## config.mk

```make
export PLATFORM = sky130hd
export DESIGN_NAME = zoom_replicator
export DESIGN_NICKNAME = d
export VERILOG_FILES = /design/src/rtl/zr_pkg.sv /design/src/rtl/zr_window.sv /design/src/rtl/zr_hstep.sv /design/src/rtl/zr_vstep.sv /design/src/rtl/zoom_replicator.sv
export SDC_FILE = /design/constraint.sdc
export NUM_CORES = 1
export LEC_CHECK = 0
export ABC_AREA = 0
export CORE_ASPECT_RATIO = 1.2
export CORE_MARGIN = 2
export CORE_UTILIZATION = 43
export DETAILED_ROUTE_END_ITERATION = 10
export MAX_ROUTING_LAYER = met4
export PLACE_DENSITY_LB_ADDON = 0.08
export SLEW_MARGIN = 10
export SYNTH_ARGS = -nofsm -noshare
export SYNTH_HDL_FRONTEND = slang
export SYNTH_SLANG_ARGS = --single-unit
```

## constraint.sdc

```tcl
create_clock -name clk -period 3.4 [get_ports clk]
set_input_delay 0.68 -clock clk [delete_from_list [all_inputs] [get_ports clk]]
set_output_delay 0.68 -clock clk [all_outputs]
set_load 0.005 [all_outputs]
```

## src/rtl/zr_pkg.sv

```systemverilog
package zr_pkg;
  localparam int ZR_CH_W   = 8;
  localparam int ZR_LN_W   = 11;
  localparam int ZR_ADDR_W = 17;
  localparam int ZR_FAC_W  = 3;
  localparam int ZR_ROW_W  = 10;

  typedef struct packed {
    logic                 en;
    logic [ZR_FAC_W-1:0]  xfac;
    logic [ZR_FAC_W-1:0]  yfac;
    logic [ZR_CH_W-1:0]   xs;
    logic [ZR_CH_W-1:0]   xe;
    logic [ZR_LN_W-1:0]   ys;
    logic [ZR_LN_W-1:0]   ye;
    logic [ZR_ADDR_W-1:0] base;
    logic [ZR_ROW_W-1:0]  row;
  } zr_cfg_t;
endpackage

```

## src/rtl/zr_window.sv

```systemverilog
module zr_window #(
  parameter int CH_W = 8,
  parameter int LN_W = 11
) (
  input  logic [CH_W-1:0] ch,
  input  logic [LN_W-1:0] line,
  input  logic [CH_W-1:0] xs,
  input  logic [CH_W-1:0] xe,
  input  logic [LN_W-1:0] ys,
  input  logic [LN_W-1:0] ye,
  output logic            x_in,
  output logic            y_in
);
  logic x_ok, y_ok;

  // Horizontal end is exclusive, vertical end is inclusive.
  always_comb begin
    x_ok = (xe > xs);
    y_ok = (ye >= ys);
    x_in = x_ok && (ch >= xs) && (ch < xe);
    y_in = y_ok && (line >= ys) && (line <= ye);
  end
endmodule

```

## src/rtl/zr_hstep.sv

```systemverilog
module zr_hstep #(
  parameter int FAC_W = 3,
  parameter int OFF_W = 11
) (
  input  logic             clk,
  input  logic             rst_n,
  input  logic             clear,
  input  logic             step,
  input  logic [FAC_W-1:0] fac,
  output logic [OFF_W-1:0] h_off,
  output logic             last
);
  logic [FAC_W-1:0] rep_q, rep_n;
  logic [OFF_W-1:0] off_q, off_n;

  assign last  = (rep_q == fac);
  assign h_off = off_q;

  always_comb begin
    rep_n = rep_q;
    off_n = off_q;
    if (clear) begin
      rep_n = '0;
      off_n = '0;
    end else if (step) begin
      if (last) begin
        rep_n = '0;
        off_n = off_q + 1'b1;
      end else begin
        rep_n = rep_q + 1'b1;
      end
    end
  end

  always_ff @(posedge clk or negedge rst_n) begin
    if (!rst_n) begin
      rep_q <= '0;
      off_q <= '0;
    end else begin
      rep_q <= rep_n;
      off_q <= off_n;
    end
  end

  a_r7_rep_bound: assert property (@(posedge clk) disable iff (!rst_n)
    rep_q <= fac);
  a_r7_hold_when_idle: assert property (@(posedge clk) disable iff (!rst_n)
    (!step && !clear) |=> $stable(off_q));
endmodule

```

## src/rtl/zr_vstep.sv

```systemverilog
module zr_vstep #(
  parameter int FAC_W  = 3,
  parameter int ADDR_W = 17,
  parameter int ROW_W  = 10
) (
  input  logic              clk,
  input  logic              rst_n,
  input  logic              load,
  input  logic [ADDR_W-1:0] base_in,
  input  logic              step,
  input  logic [FAC_W-1:0]  fac,
  input  logic [ROW_W-1:0]  row,
  output logic [ADDR_W-1:0] line_base,
  output logic              last
);
  logic [FAC_W-1:0]  rep_q, rep_n;
  logic [ADDR_W-1:0] lb_q, lb_n;

  assign last      = (rep_q == fac);
  assign line_base = lb_q;

  always_comb begin
    rep_n = rep_q;
    lb_n  = lb_q;
    if (load) begin
      rep_n = '0;
      lb_n  = base_in;
    end else if (step) begin
      if (last) begin
        rep_n = '0;
        lb_n  = lb_q + ADDR_W'(row);
      end else begin
        rep_n = rep_q + 1'b1;
      end
    end
  end

  always_ff @(posedge clk or negedge rst_n) begin
    if (!rst_n) begin
      rep_q <= '0;
      lb_q  <= '0;
    end else begin
      rep_q <= rep_n;
      lb_q  <= lb_n;
    end
  end

  a_r8_rep_bound: assert property (@(posedge clk) disable iff (!rst_n)
    rep_q <= fac);
  a_r8_base_load: assert property (@(posedge clk) disable iff (!rst_n)
    load |=> (line_base == $past(base_in)));
endmodule

```

## src/rtl/zoom_replicator.sv

```systemverilog
module zoom_replicator
  import zr_pkg::*;
#(
  parameter int CH_W   = ZR_CH_W,
  parameter int LN_W   = ZR_LN_W,
  parameter int ADDR_W = ZR_ADDR_W,
  parameter int FAC_W  = ZR_FAC_W,
  parameter int ROW_W  = ZR_ROW_W
) (
  input  logic                   clk,
  input  logic                   rst_n,
  input  logic                   frame_start,
  input  logic                   line_done,
  input  logic                   pix_en,
  input  logic [CH_W-1:0]        ch_cnt,
  input  logic [LN_W-1:0]        line_cnt,
  input  logic                   zm_en,
  input  logic [FAC_W-1:0]       zm_xfac,
  input  logic [FAC_W-1:0]       zm_yfac,
  input  logic [CH_W-1:0]        zm_xstart,
  input  logic [CH_W-1:0]        zm_xend,
  input  logic [7:0]             zm_ystart_lo,
  input  logic [7:0]             zm_yend_lo,
  input  logic [2*(LN_W-8)-1:0]  zm_yhigh,
  input  logic [ADDR_W-1:0]      zm_base,
  input  logic [ROW_W-1:0]       zm_row_step,
  output logic                   zoom_active,
  output logic [ADDR_W-1:0]      fetch_addr,
  output logic                   pix_advance,
  output logic                   line_advance
);
  localparam int HI_W  = LN_W - 8;
  localparam int OFF_W = CH_W + 3;

  // Reset: asserted asynchronously, released on a clock edge.
  logic [1:0] rs_q;
  logic       rst_ni;
  always_ff @(posedge clk or negedge rst_n) begin
    if (!rst_n) rs_q <= '0;
    else        rs_q <= {rs_q[0], 1'b1};
  end
  assign rst_ni = rs_q[1];

  // Shadow configuration, loaded at frame start.
  zr_cfg_t cfg_live, cfg_q, cfg_n;
  always_comb begin
    cfg_live.en   = zm_en;
    cfg_live.xfac = zm_xfac;
    cfg_live.yfac = zm_yfac;
    cfg_live.xs   = zm_xstart;
    cfg_live.xe   = zm_xend;
    cfg_live.ys   = {zm_yhigh[2*HI_W-1:HI_W], zm_ystart_lo};
    cfg_live.ye   = {zm_yhigh[HI_W-1:0], zm_yend_lo};
    cfg_live.base = zm_base;
    cfg_live.row  = zm_row_step;
    cfg_n = frame_start ? cfg_live : cfg_q;
  end

  always_ff @(posedge clk or negedge rst_ni) begin
    if (!rst_ni) cfg_q <= '0;
    else         cfg_q <= cfg_n;
  end

  logic x_in, y_in;
  zr_window #(.CH_W(CH_W), .LN_W(LN_W)) u_win (
    .ch(ch_cnt), .line(line_cnt),
    .xs(cfg_q.xs), .xe(cfg_q.xe), .ys(cfg_q.ys), .ye(cfg_q.ye),
    .x_in(x_in), .y_in(y_in)
  );

  logic             active;
  logic [OFF_W-1:0] h_off;
  logic             h_last;
  logic [ADDR_W-1:0] line_base;
  logic             v_last;

  assign active = cfg_q.en && x_in && y_in;

  zr_hstep #(.FAC_W(FAC_W), .OFF_W(OFF_W)) u_h (
    .clk(clk), .rst_n(rst_ni),
    .clear(frame_start || line_done),
    .step(pix_en && active),
    .fac(cfg_q.xfac),
    .h_off(h_off), .last(h_last)
  );

  zr_vstep #(.FAC_W(FAC_W), .ADDR_W(ADDR_W), .ROW_W(ROW_W)) u_v (
    .clk(clk), .rst_n(rst_ni),
    .load(frame_start), .base_in(zm_base),
    .step(line_done && cfg_q.en && y_in),
    .fac(cfg_q.yfac), .row(cfg_q.row),
    .line_base(line_base), .last(v_last)
  );

  always_comb begin
    zoom_active  = active;
    fetch_addr   = active ? (line_base + ADDR_W'(h_off)) : '0;
    pix_advance  = pix_en && active && h_last;
    line_advance = line_done && cfg_q.en && y_in && v_last;
  end

  a_r2_transparent: assert property (@(posedge clk) disable iff (!rst_ni)
    !cfg_q.en |-> (!zoom_active && !pix_advance && !line_advance && fetch_addr == '0));
  a_r3_shadow_hold: assert property (@(posedge clk) disable iff (!rst_ni)
    !frame_start |=> $stable(cfg_q));
  a_r10_outside_quiet: assert property (@(posedge clk) disable iff (!rst_ni)
    !zoom_active |-> (fetch_addr == '0 && !pix_advance));
  a_r5_line_range: assert property (@(posedge clk) disable iff (!rst_ni)
    zoom_active |-> (line_cnt >= cfg_q.ys && line_cnt <= cfg_q.ye));
  a_r6_no_empty_window: assert property (@(posedge clk) disable iff (!rst_ni)
    (cfg_q.xe <= cfg_q.xs || cfg_q.ye < cfg_q.ys) |-> !zoom_active);
endmodule

```

======== Yosys cells after proc, flatten, opt, wreduce, memory -nomap -nowiden ========
Cells that the tools add are included.
storage, ports and cells
  bits in latches ......................... 0
  input bits .............................. 96
  memories kept ........................... 0
  bits in writable memories ............... 0
  ROM bits ................................ 0
  register bits ........................... 91
cells by class
  muxes and demuxes ....................... 13
  $lt $le $gt $ge ......................... 6
  div/mod/pow operators ................... 0
  equality and inequality tests ........... 2
  reduce and logical (&&, ||, !) cells .... 18
  multiply operators ...................... 0
  shifts and indexed selects .............. 0
  bitwise gates (word level) .............. 0
  add/sub/neg operators ................... 5
operators with widths
  cell                                                              number
  17-bit 2-to-1 mux                                                 4
  11-bit 2-to-1 mux                                                 3
  11-bit greater-or-equal comparator                                2
  3-bit 2-to-1 mux                                                  6
  17-bit by 10-bit adder with 17-bit output                         1
  17-bit by 11-bit adder with 17-bit output                         1
  11-bit by 1-bit adder with 11-bit output (second input constant)  1
  11-bit <= comparator                                              1
  1-bit logical AND                                                 11
  8-bit greater-or-equal comparator                                 1
  8-bit greater-than comparator                                     1
  8-bit < comparator                                                1
  2-bit nonzero test                                                4
  3-bit by 1-bit adder with 3-bit output (second input constant)    2
  3-bit == test                                                     2
  2-bit AND reduction                                               2
  1-bit logical OR                                                  1

======== Depth between registers and ports, before layout ========
Gate-level depths: netlist of the first run.
  depth in word-level cells ............... 8
  gate-level depth with buffers ........... 11

======== Cells and area by module ========
From an unflattened synthesis of the first run, not the netlist that was laid out.
unflattened totals
  cell total of the unflattened synthesis .. 651
  area, all modules ....................... 6486.2 µm²
by module, submodules not included
  module           seq. area each (µm²)  times used  cells each  area each (µm²)
  zoom_replicator  1426.4                1           241         2889.0
  zr_vstep         500.5                 1           165         1507.7
  zr_window        0.0                   1           167         1315.0
  zr_hstep         350.3                 1           78          774.5

======== Worst setup path before layout of the first run ========
Ideal clock, no wire load.
  path kind ............................... register to output
  start point ............................. register u_h.off_q[0] (netlist: u_h.h_off[0])
  end point ............................... output fetch_addr[16]
  path buffers ............................ 0
  cell stages (with the launch flop) ...... 11
  setup slack ............................. 0.251 ns
  data arrival time ....................... 2.469 ns
  required time ........................... 2.720 ns
  cells stage by stage .................... dfrtp_1 > ha_1 > inv_1 > fa_1 > and2b_1 > o31a_2 > o211ai_1 > a21oi_1 > nor2_1 > or4b_2 > a31oi_1
on the way
  longest elaborated chain between the ends .. 2
ends and longest elaborated chain
  what                                       RTL line               text
  from (decl)                                zr_hstep.sv:14         logic [OFF_W-1:0] off_q, off_n;
  from (signal assigned)                     zr_hstep.sv:41         off_q <= off_n;
  17-bit by 11-bit adder with 17-bit output  zoom_replicator.sv:97  fetch_addr = active ? (line_base + ADDR_W'(h_off)) : '0;
  17-bit 2-to-1 mux                          zoom_replicator.sv:97
  to (decl)                                  zoom_replicator.sv:28  output logic [ADDR_W-1:0] fetch_addr,
No other way between the ends.

======== Final worst setup path of the first run ========
  start point ............................. register u_v.lb_q[0] (netlist: u_v.line_base[0])
  end point ............................... output fetch_addr[12]
on the way
  longest elaborated chain between the ends .. 2
ends and longest elaborated chain
  what                                       RTL line               text
  from (decl)                                zr_vstep.sv:17         logic [ADDR_W-1:0] lb_q, lb_n;
  from (signal assigned)                     zr_vstep.sv:44         lb_q <= lb_n;
  17-bit by 11-bit adder with 17-bit output  zoom_replicator.sv:97
  17-bit 2-to-1 mux                          zoom_replicator.sv:97
No other way between the ends.

==> impl_metrics.json, run 1 <==
{
  "run_status": "complete, but fails checks",
  "failing_checks": "negative setup slack",
  "timing.fmax_mhz": 276,
  "ant_nets": 0,
  "share_of_layout_cells_above_drive_strength_1": 0.236,
  "fp-row-count": 49,
  "estimated_wirelength_of_the_detail_placed_design_um": 13200,
  "design.die.area_um2": 16100,
  "critPathMaxFanout": 3,
  "max_slew_margin": 0.379,
  "synth_sequential_area_ratio": 0.350,
  "track_usage": 0.226,
  "route.detailed.drc": 0,
  "io_pins": 116,
  "floorplan.initialDensity": 0.437,
  "yosysWarnings": 0,
  "synth_enable_flop_cells": 0,
  "synth_area_um2": 6510,
  "finish.cell_count_without_fillers": 1091,
  "ys_top_cells_by_area": "sky130_fd_sc_hd__dfrtp_1 35%, sky130_fd_sc_hd__ha_1 15%, sky130_fd_sc_hd__nand2_1 4.4%",
  "first_global_vias": 6221,
  "synth_top_family_by_area": "simple AND/OR/NAND/NOR gates",
  "synth.distinct_cells": 64,
  "floorplan.die.height_um": 139,
  "timing.hold.worst.class": "reg -> reg",
  "end_kind": "output port",
  "dieWidth_um": 116,
  "post-route-worst-setup-slack_ps": -217,
  "worst_slew_pin_tran_ps": 932,
  "setup.worst_path.start_class": "flip-flop",
  "critical_path_class": "reg -> out",
  "slew_violations": 0,
  "area_of_combinational_cells_with_multiple_inputs_um2": 4370,
  "synth_simple_gate_area_share": 0.187,
  "power.leakage_nw": 4.00,
  "report.final.hold_viol_count": 0,
  "placed_cells_incl_taps": 1056,
  "cts.clk_slew.worst_paths_ps": 70,
  "syn2layout_area_growth_pct": 38.0,
  "synth-main-ff-cell": "sky130_fd_sc_hd__dfrtp_1",
  "cts-buffers-inserted": 9,
  "yosys.area_share.adder": 0.160,
  "fp.coreArea_um2": 14900,
  "post_synth_xor_area_fraction": 0.0310,
  "final_core_util": 0.603,
  "cp_slowest_stage_delay_ps": 440,
  "routabilityCongestion": 0.895,
  "final_net_count": 1060,
  "slowest_stage": "sky130_fd_sc_hd__dfrtp_1",
  "drt-pass1-iter-count": 4,
  "grt_antenna_before_repair": 0,
  "finalHoldWorstSlack_ps": 364,
  "vdd_drop_max_mv": 0.208,
  "post_route_total_power_w": 0.00331,
  "cts_h_tree_depth": 3,
  "synth_seq_cells": 91,
  "drt-vias-per-instance": 5.53,
  "yosys.area.top_type_share": 0.350,
  "grt-ovfl-total": 0,
  "number_of_nets_in_the_synthesized_netlist": 898,
  "wire_per_inst_um": 16.5,
  "ff_latch_area_um2": 2280,
  "muxShareOfSynthArea": 0.0471,
  "crit_chain": "ha_4, inv_2, fa_2, and2b_1, o31a_2, o211ai_1, a21oi_2, nor2_2, buf_6, mux2_4, a31oi_1, buf_2",
  "total_wire_length_after_detailed_routing_um": 18000,
  "cap_viol_max_count": 0,
  "detail_route.iter0.violations": 305,
  "grt_max_degree": 68,
  "rsz0062_at_grt": "yes",
  "io_buffer_count": 115,
  "n_antenna_cell": 0,
  "cellPowerDensity_nw_per_um2": 368,
  "cp_data_arrival_time_ps": 2940,
  "final.fill_count": 1271,
  "critPathRequiredTime_ps": 2720,
  "clk_path_buf_depth": 2,
  "post-route-period-util": 1.06,
  "synth-async-reset-ratio": 1.00,
  "clock_skew_ps": 6.34,
  "detailroute.via_count": 6033,
  "synth_compound_gate_area_share": 0.174,
  "clock-root-buffer": "sky130_fd_sc_hd__clkbuf_16",
  "tritoncts_num_sinks": 91,
  "cts.hold.buffers_added": 0,
  "clk_latency_ps": 350,
  "yosysTopAreaCell": "sky130_fd_sc_hd__dfrtp_1",
  "period_minus_slack_ps": 3620,
  "grt_pass1_wl_um": 28600,
  "synthCells": 720,
  "cts_tree": "done",
  "syn_avg_cell_area_um2": 9.04,
  "setup_viol": 4
}
power breakdown:
part	switching, W	internal [W]	total (W)
logic	0.000462	0.000461	0.000924
registers	0.0000893	0.00117	0.00126
clock network	0.000457	0.000667	0.00112
total	0.00101	0.00230	0.00331
final timing paths:
| check | from | endpoint | slack, ps | cells after the start |
|---|---|---|---|---|
| worst max-delay path | u_v.line_base[0] | fetch_addr[12] | -220 | 12 |
| worst min register to register | rs_q[0] | rs_q[1] | 360 | 0 |
| max in group asynchronous | rs_q[1] | u_v.rep_q[0] | 2180 | 1 |
| worst max register to register | cfg_q[33] | u_h.h_off[3] | 490 | 13 |
| worst min-delay path | rs_q[0] | rs_q[1] | 360 | 0 |
| min in group asynchronous | rs_q[1] | u_v.line_base[7] | 480 | 0 |
logic make-up after synthesis:
kind of cell | count (synthesis)
buffers and inverters | 82
AND/OR/NAND/NOR | 241
other | 1
AO/OA/AOI/OAI | 172
adder cells (fa/ha/maj) | 82
XOR/XNOR | 23
flip-flops | 91
multiplexers | 28
state kept, by name (all words and copies together), names as in the netlist:
| name | count |
|---|---|
| cfg_q | 55 |
| u_v.line_base | 17 |
| u_h.h_off | 11 |
| u_h.rep_q | 3 |
| u_v.rep_q | 3 |
| rs_q | 2 |
per-layer routing:
layer / GRT usage / vias to the layer above / share of wire
met5: - / - / 0
met4: 0.0909 / 0 / 0.024
met3: 0.0398 / 36 / 0.041
met2: 0.387 / 141 / 0.52
met1: 0.259 / 2904 / 0.42
li1: - / 2952 / -
what timing repair did:
item	in CTS	in global routing
resized for setup	63	125
setup endpoints to repair	20	20
cloned	0	1
pin swaps	24	52
buffers inserted	11	11
cells in the mapped netlist (all sizes together) (9+ instances only):
master / n
dfrtp: 91
ha: 80
nand2: 76
inv: 53
o21ai: 53
a21oi: 35
nand3: 31
nor2: 30
nor3: 26
mux2: 21
o311ai: 18
clkbuf: 16
or3: 16
o31ai: 14
buf: 13
xor2: 12
and3: 11
xnor2: 11
nor2b: 10
nand4: 9
cells in the final DEF (no fill, tap or decap), types with 8 or more instances in the layout:
cell type / Yosys / final
sky130_fd_sc_hd__ha_4: 0 / 19
sky130_fd_sc_hd__nand2_1: 76 / 75
sky130_fd_sc_hd__mux2_2: 21 / 19
sky130_fd_sc_hd__o31ai_1: 14 / 13
sky130_fd_sc_hd__xnor2_1: 11 / 11
sky130_fd_sc_hd__dfrtp_1: 91 / 90
sky130_fd_sc_hd__nor2b_1: 10 / 9
sky130_fd_sc_hd__buf_4: 1 / 60
sky130_fd_sc_hd__clkdlybuf4s50_1: 0 / 75
sky130_fd_sc_hd__ha_1: 80 / 58
sky130_fd_sc_hd__clkbuf_16: 0 / 10
sky130_fd_sc_hd__a21oi_1: 34 / 27
sky130_fd_sc_hd__inv_2: 0 / 10
sky130_fd_sc_hd__clkbuf_2: 0 / 19
sky130_fd_sc_hd__o311ai_1: 11 / 11
sky130_fd_sc_hd__nand3_1: 31 / 31
sky130_fd_sc_hd__and3_1: 11 / 10
sky130_fd_sc_hd__nor3_1: 24 / 18
sky130_fd_sc_hd__nor2_1: 30 / 27
sky130_fd_sc_hd__buf_2: 5 / 8
sky130_fd_sc_hd__inv_1: 53 / 43
sky130_fd_sc_hd__nand4_1: 9 / 9
sky130_fd_sc_hd__o21ai_0: 51 / 46
sky130_fd_sc_hd__xor2_1: 12 / 12
sky130_fd_sc_hd__or3_1: 16 / 15
worst max-delay path, delay by kind of cell, from the launching register on:
family	cells	cell delay, ps
AO/OA/AOI/OAI	4	830
AND/OR/NAND/NOR	2	340
flip-flops	1	440
adder cells (fa/ha/maj)	2	380
multiplexers	1	290
buffers and inverters	3	310
stage by stage:
step | TNS, ps | cell area, um^2 | worst slack, ps
CTS | -3230 | 8590 | -418
floorplan | 0 | 6510 | 251
global placement | -10690 | 8150 | -687
global route | -1260 | 8980 | -347
detailed placement | -11420 | 8150 | -670
finish | -628 | 8980 | -217
area by class of cell:
cell class,count,area share
Multi-Input combinational cell,547,0.486
Clock buffer,10,0.0266
Sequential cell,91,0.254
Inverter,53,0.0221
Clock inverter,6,0.00975
Timing Repair Buffer,180,0.173
Tap cell,204,0.0284
Note: power is estimated with default switching activity, not from simulation.
==> inputs of run 2 (changes only) <==
- SLEW_MARGIN: 10 -> unset
==> results of run 2 <==
No change in the layout: final DEF, timing and power equal those of run 1.
